<file path="src/rtl/xition_capture.sv">
module xition_capture #(
  parameter int GROUPS  = 2,
  parameter int GROUP_W = 4,
  parameter int DEPTH   = 16,
  parameter int TAG_W   = 16
) (
  input  logic                        clk,
  input  logic                        rst,
  input  logic                        run,
  input  logic [GROUPS*GROUP_W-1:0]   chan_in,
  input  logic [GROUPS*GROUP_W-1:0]   chan_mask,
  output logic [GROUPS-1:0]           wr_en,
  output logic [GROUPS*GROUP_W-1:0]   wr_data,
  output logic [TAG_W-1:0]            wr_tag,
  output logic [GROUPS-1:0]           full
);
  localparam int N  = GROUPS * GROUP_W;
  localparam int CW = $clog2(DEPTH + 1);

  logic             run_q, have1, first1;
  logic [N-1:0]     d1;
  logic [TAG_W-1:0] cnt, t1;
  logic [GROUPS-1:0] chg1, gdiff, want;

  wire             start = run & ~run_q;
  wire [N-1:0]     diff  = (chan_in ^ d1) & chan_mask;
  wire [TAG_W-1:0] base  = start ? '0 : cnt;

  for (genvar g = 0; g < GROUPS; g++) begin : g_grp
    logic [CW-1:0] fill;
    assign gdiff[g] = |diff[g*GROUP_W +: GROUP_W];
    assign want[g]  = have1 & (first1 | chg1[g] | (run & gdiff[g]));

    always_ff @(posedge clk) begin
      if (rst) begin
        fill     <= '0;
        full[g]  <= 1'b0;
        wr_en[g] <= 1'b0;
        chg1[g]  <= 1'b0;
      end else begin
        wr_en[g] <= want[g] & ~full[g];
        if (run) chg1[g] <= ~start & gdiff[g];
        if (start) begin
          fill    <= '0;
          full[g] <= 1'b0;
        end else if (want[g] && !full[g]) begin
          fill <= fill + 1'b1;
          if (fill + 1'b1 == CW'(DEPTH)) full[g] <= 1'b1;
        end
      end
    end
  end

  always_ff @(posedge clk) begin
    if (rst) begin
      run_q   <= 1'b0;
      have1   <= 1'b0;
      first1  <= 1'b0;
      d1      <= '0;
      cnt     <= '0;
      t1      <= '0;
      wr_data <= '0;
      wr_tag  <= '0;
    end else begin
      run_q   <= run;
      wr_data <= d1;
      wr_tag  <= t1;
      if (run) begin
        d1     <= chan_in;
        t1     <= base;
        cnt    <= base + 1'b1;
        have1  <= 1'b1;
        first1 <= start;
      end else begin
        have1  <= 1'b0;
        first1 <= 1'b0;
      end
    end
  end
endmodule


</file>
<file path="config.mk">
export PLATFORM = sky130hd
export DESIGN_NAME = xition_capture
export DESIGN_NICKNAME = d
export VERILOG_FILES = /design/src/rtl/xition_capture.sv
export SDC_FILE = /design/constraint.sdc
export NUM_CORES = 1
export LEC_CHECK = 0
export CAP_MARGIN = 20
export CORE_ASPECT_RATIO = 1.2
export CORE_MARGIN = 8
export CORE_UTILIZATION = 25
export CTS_BUF_LIST = sky130_fd_sc_hd__clkbuf_16
export DETAILED_ROUTE_END_ITERATION = 6
export MAX_ROUTING_LAYER = met4
export PLACE_DENSITY = 0.47
export SYNTH_ARGS = -nofsm -noshare
export SYNTH_HDL_FRONTEND = slang
export SYNTH_SLANG_ARGS = --single-unit
</file>
<file path="constraint.sdc">
create_clock -name clk -period 2.25 [get_ports clk]
set_clock_uncertainty 0.05 [all_clocks]
set_input_delay 0.5625 -clock clk [delete_from_list [all_inputs] [get_ports clk]]
set_output_delay 0.5625 -clock clk [all_outputs]
set_load 0.02 [all_outputs]
</file>
==> summary.txt <==
Total clock sinks - 82
Post-synth top flop - sky130_fd_sc_hd__dfxtp_1
Clock input transition at the sequential cells of the worst setup and hold paths - 0.06 ns
RSZ-0062 raised after global routing - no
DIE HEIGHT - 141.1 um
CP delay by family, top - buffers and inverters
Synthesis warning total - 0
Area Overhead vs Synth - 27.35%
CP endpoint kind - primary output
Fin worst setup slack - 0.2675 ns
Root cell of the clock tree - sky130_fd_sc_hd__clkbuf_16
Resized cells post-CTS - 0
R2R Path Start - run_q
Post-route ant nets - 0
Number of fill cells in the layout - 1363
Clock latency reported for the late side of the worst-skew pair - 0.33 ns
Worst-case headroom to the max-slew limit - 78.90%
Initial antenna violation count - 0
CP bufs+invs - 1
Starting Density - 25.63%
Static leakage power - 1.629 nW
Total Power Consumption - 3.085 mW
Worst Hold Class - flip-flop to flip-flop
Final Setup Violations - 0
Power Dens Cells - 742.5 nW/um^2
Hold-fix buffers at CTS - 0
Actual transition at the worst max-transition pin - 0.3165 ns
GR Overflow Total - 0
Endpoint with the worst hold slack - wr_tag[5]
Residual DRC count - 0
Slack of the worst reg-to-reg path - 0.52 ns
Synth unique cells - 36
Maximum fanout count along the critical path - 3
Status - finished clean
Fin. Hold Viols - 0
Setup crit start kind - flip-flop
Final critical path time including I/O delays and setup - 1.982 ns
Crit-path cells - clkdlybuf4s50_1
Initial DRC Count - 94
Antenna diodes - 0
Top library cells by usage in the layout, fill and taps aside - sky130_fd_sc_hd__dfxtp_1 (82), sky130_fd_sc_hd__clkdlybuf4s50_1 (44), sky130_fd_sc_hd__nor2_1 (39)
Period utilisation layout - 88.11%
Port Buf Inserts - 46
Pre-Repair DR Iteration Count - 4
Stages on the worst setup path - 1
Max-slew violation count - 0
Leading cell type in the layout, fill and taps excluded - sky130_fd_sc_hd__dfxtp_1
Total Nets Final - 426
Core footprint - 12720 um^2
Reg2Reg Capture Point - cnt[15]
Worst IR drop on VDD - 0.2628 mV
Fraction of registers with async set or reset after synthesis - 0%
Global Route Usage Sum - 8.704%
Number of buffers added by the clock tree synthesis step - 9
Ratio of cells with drive above 1 in the final layout - 6.188%
Die Footprint - 16970 um^2
Sequential fraction of the synthesis area - 50.33%
Maximum number of pins on one net before global-route repair - 31
Post-Syn Area per Cell - 9.188 um^2
Via density - 4.336
Total Routed Length - 6944 um
CTS tree - yes
Vias in the first global route - 2300
Number of cells on the worst hold path - 1
H-tree Lvls - 3
Avg WL per Cell - 12.23 um
Required @ worst endpoint - 1.64 ns
Max-cap violations - 0
Gate Count Post-Synth - 355
Max Freq - 504.4 MHz
Reg2reg path depth - 6
RePlAce Congestion - 0.7703
Number of nets produced by synthesis - 379
Netlist Area Pre-Place - 3262 um^2
Number of vias in the routed layout - 2463
Yosys reg bits - 82
Wire length of the first global-routing pass - 11360 um
Critical setup path kind - flip-flop to primary output
Detail Placement HPWL - 5005 um
Pre-CTS setup slack - -0.04028 ns
Critical Path Slowest Stage Cell - sky130_fd_sc_hd__clkdlybuf4s50_1
Number of core rows - 45
Largest buffer count on any clock path - 2
Arrival time at the worst endpoint - 1.37 ns
Number of setup buffers added after CTS - 0
Die span in x - 120.3 um
I/O Pins - 47
EDFF count, synth - 0
Hold Startpoint - t1[5]
Worst path max stage delay - 0.64 ns
## area by class of cell
class                      count  area (um^2)  area share (%)
sequential                    82         1642           39.52
clock buffer                   9        225.2           5.422
tap                          164        205.2           4.940
timing repair buffer          55        518.0           12.47
inverter                       5        18.77          0.4518
clock inverter                 4        46.29           1.114
multi-input combinational    249         1499           36.08
## synth_stat cells, types with 3 or more instances
cell type / n / area share [%]
sky130_fd_sc_hd__dfxtp_1: 82 / 50
sky130_fd_sc_hd__nor2_1: 39 / 4.5
sky130_fd_sc_hd__nand2_1: 38 / 4.4
sky130_fd_sc_hd__nor2b_1: 25 / 4.8
sky130_fd_sc_hd__nand3_1: 20 / 3.1
sky130_fd_sc_hd__nand2b_1: 19 / 3.6
sky130_fd_sc_hd__a21oi_1: 17 / 2.6
sky130_fd_sc_hd__mux2i_1: 17 / 5.2
sky130_fd_sc_hd__xor2_1: 14 / 3.8
sky130_fd_sc_hd__clkbuf_1: 12 / 1.4
sky130_fd_sc_hd__o21ai_0: 10 / 1.5
sky130_fd_sc_hd__nor3_1: 6 / 0.92
sky130_fd_sc_hd__ha_1: 5 / 1.9
sky130_fd_sc_hd__inv_1: 5 / 0.58
sky130_fd_sc_hd__a22o_1: 4 / 1.1
sky130_fd_sc_hd__and3_1: 4 / 0.77
sky130_fd_sc_hd__buf_4: 4 / 0.92
sky130_fd_sc_hd__a32oi_1: 3 / 0.81
sky130_fd_sc_hd__xnor2_1: 3 / 0.81
## per-layer routing
metal | GRT usage, % | share of wire (%) | vias up
met1 | 9.334 | 45 | 1129
met4 | 4.480 | 1.4 | 0
met2 | 14.26 | 50 | 38
met3 | 2.677 | 4.1 | 6
met5 | - | 0 | -
li1 | - | - | 1290
## per-stage QoR
stage | hold slack (ns) | TNS, ns | cells | utilization, % | cell area, um^2
floorplan | 0.3892 | 0 | 355 | - | 3262
global placement | 0.3996 | -0.002402 | 555 | 30.51 | 3882
detailed placement | 0.4012 | -0.1473 | 555 | 30.51 | 3882
CTS | 0.4134 | 0 | 568 | 32.65 | 4154
global route | 0.4270 | 0 | 568 | 32.65 | 4154
finish | 0.4102 | 0 | 568 | 32.65 | 4154
## registers in the layout, summed over array words and instances (netlist names)
name and flops:
g_grp.fill 10, chg1 2, wr_en 2, run_q 1
wr_data 8, wr_tag 16, d1 8, full 2
first1 1, cnt 16, t1 16
## kinds of logic after synthesis
family	count (synthesis)	synth area share, %
fa+ha+maj	5	1.918
simple gates	160	24.17
flops	82	50.33
compound gates	50	10.09
xor+xnor	17	4.565
mux	17	5.217
buf+inv	24	3.721
## how the worst max path moves through the flow
stage / startpoint / slack, ns / to
after floorplan: run / 0.37 / cnt[12]
after global placement: chan_in[4] / -0.002 / g_grp[1].fill[4]
after detailed placement: chan_in[3] / -0.04 / g_grp[0].fill[1]
after CTS: full[1] / 0.21 / full[1]
after global routing: full[1] / 0.20 / full[1]
final: full[1] / 0.27 / full[1]
## power by group
group          internal (mW)  switching [mW]  leakage, nW  total (mW)
Clock                  0.834           0.534        0.131        1.37
Sequential              1.48          0.0176        0.665        1.50
Combinational          0.101           0.117        0.833       0.218
Total                   2.42           0.669         1.63        3.08
Note: power is estimated with default switching activity, not from simulation.
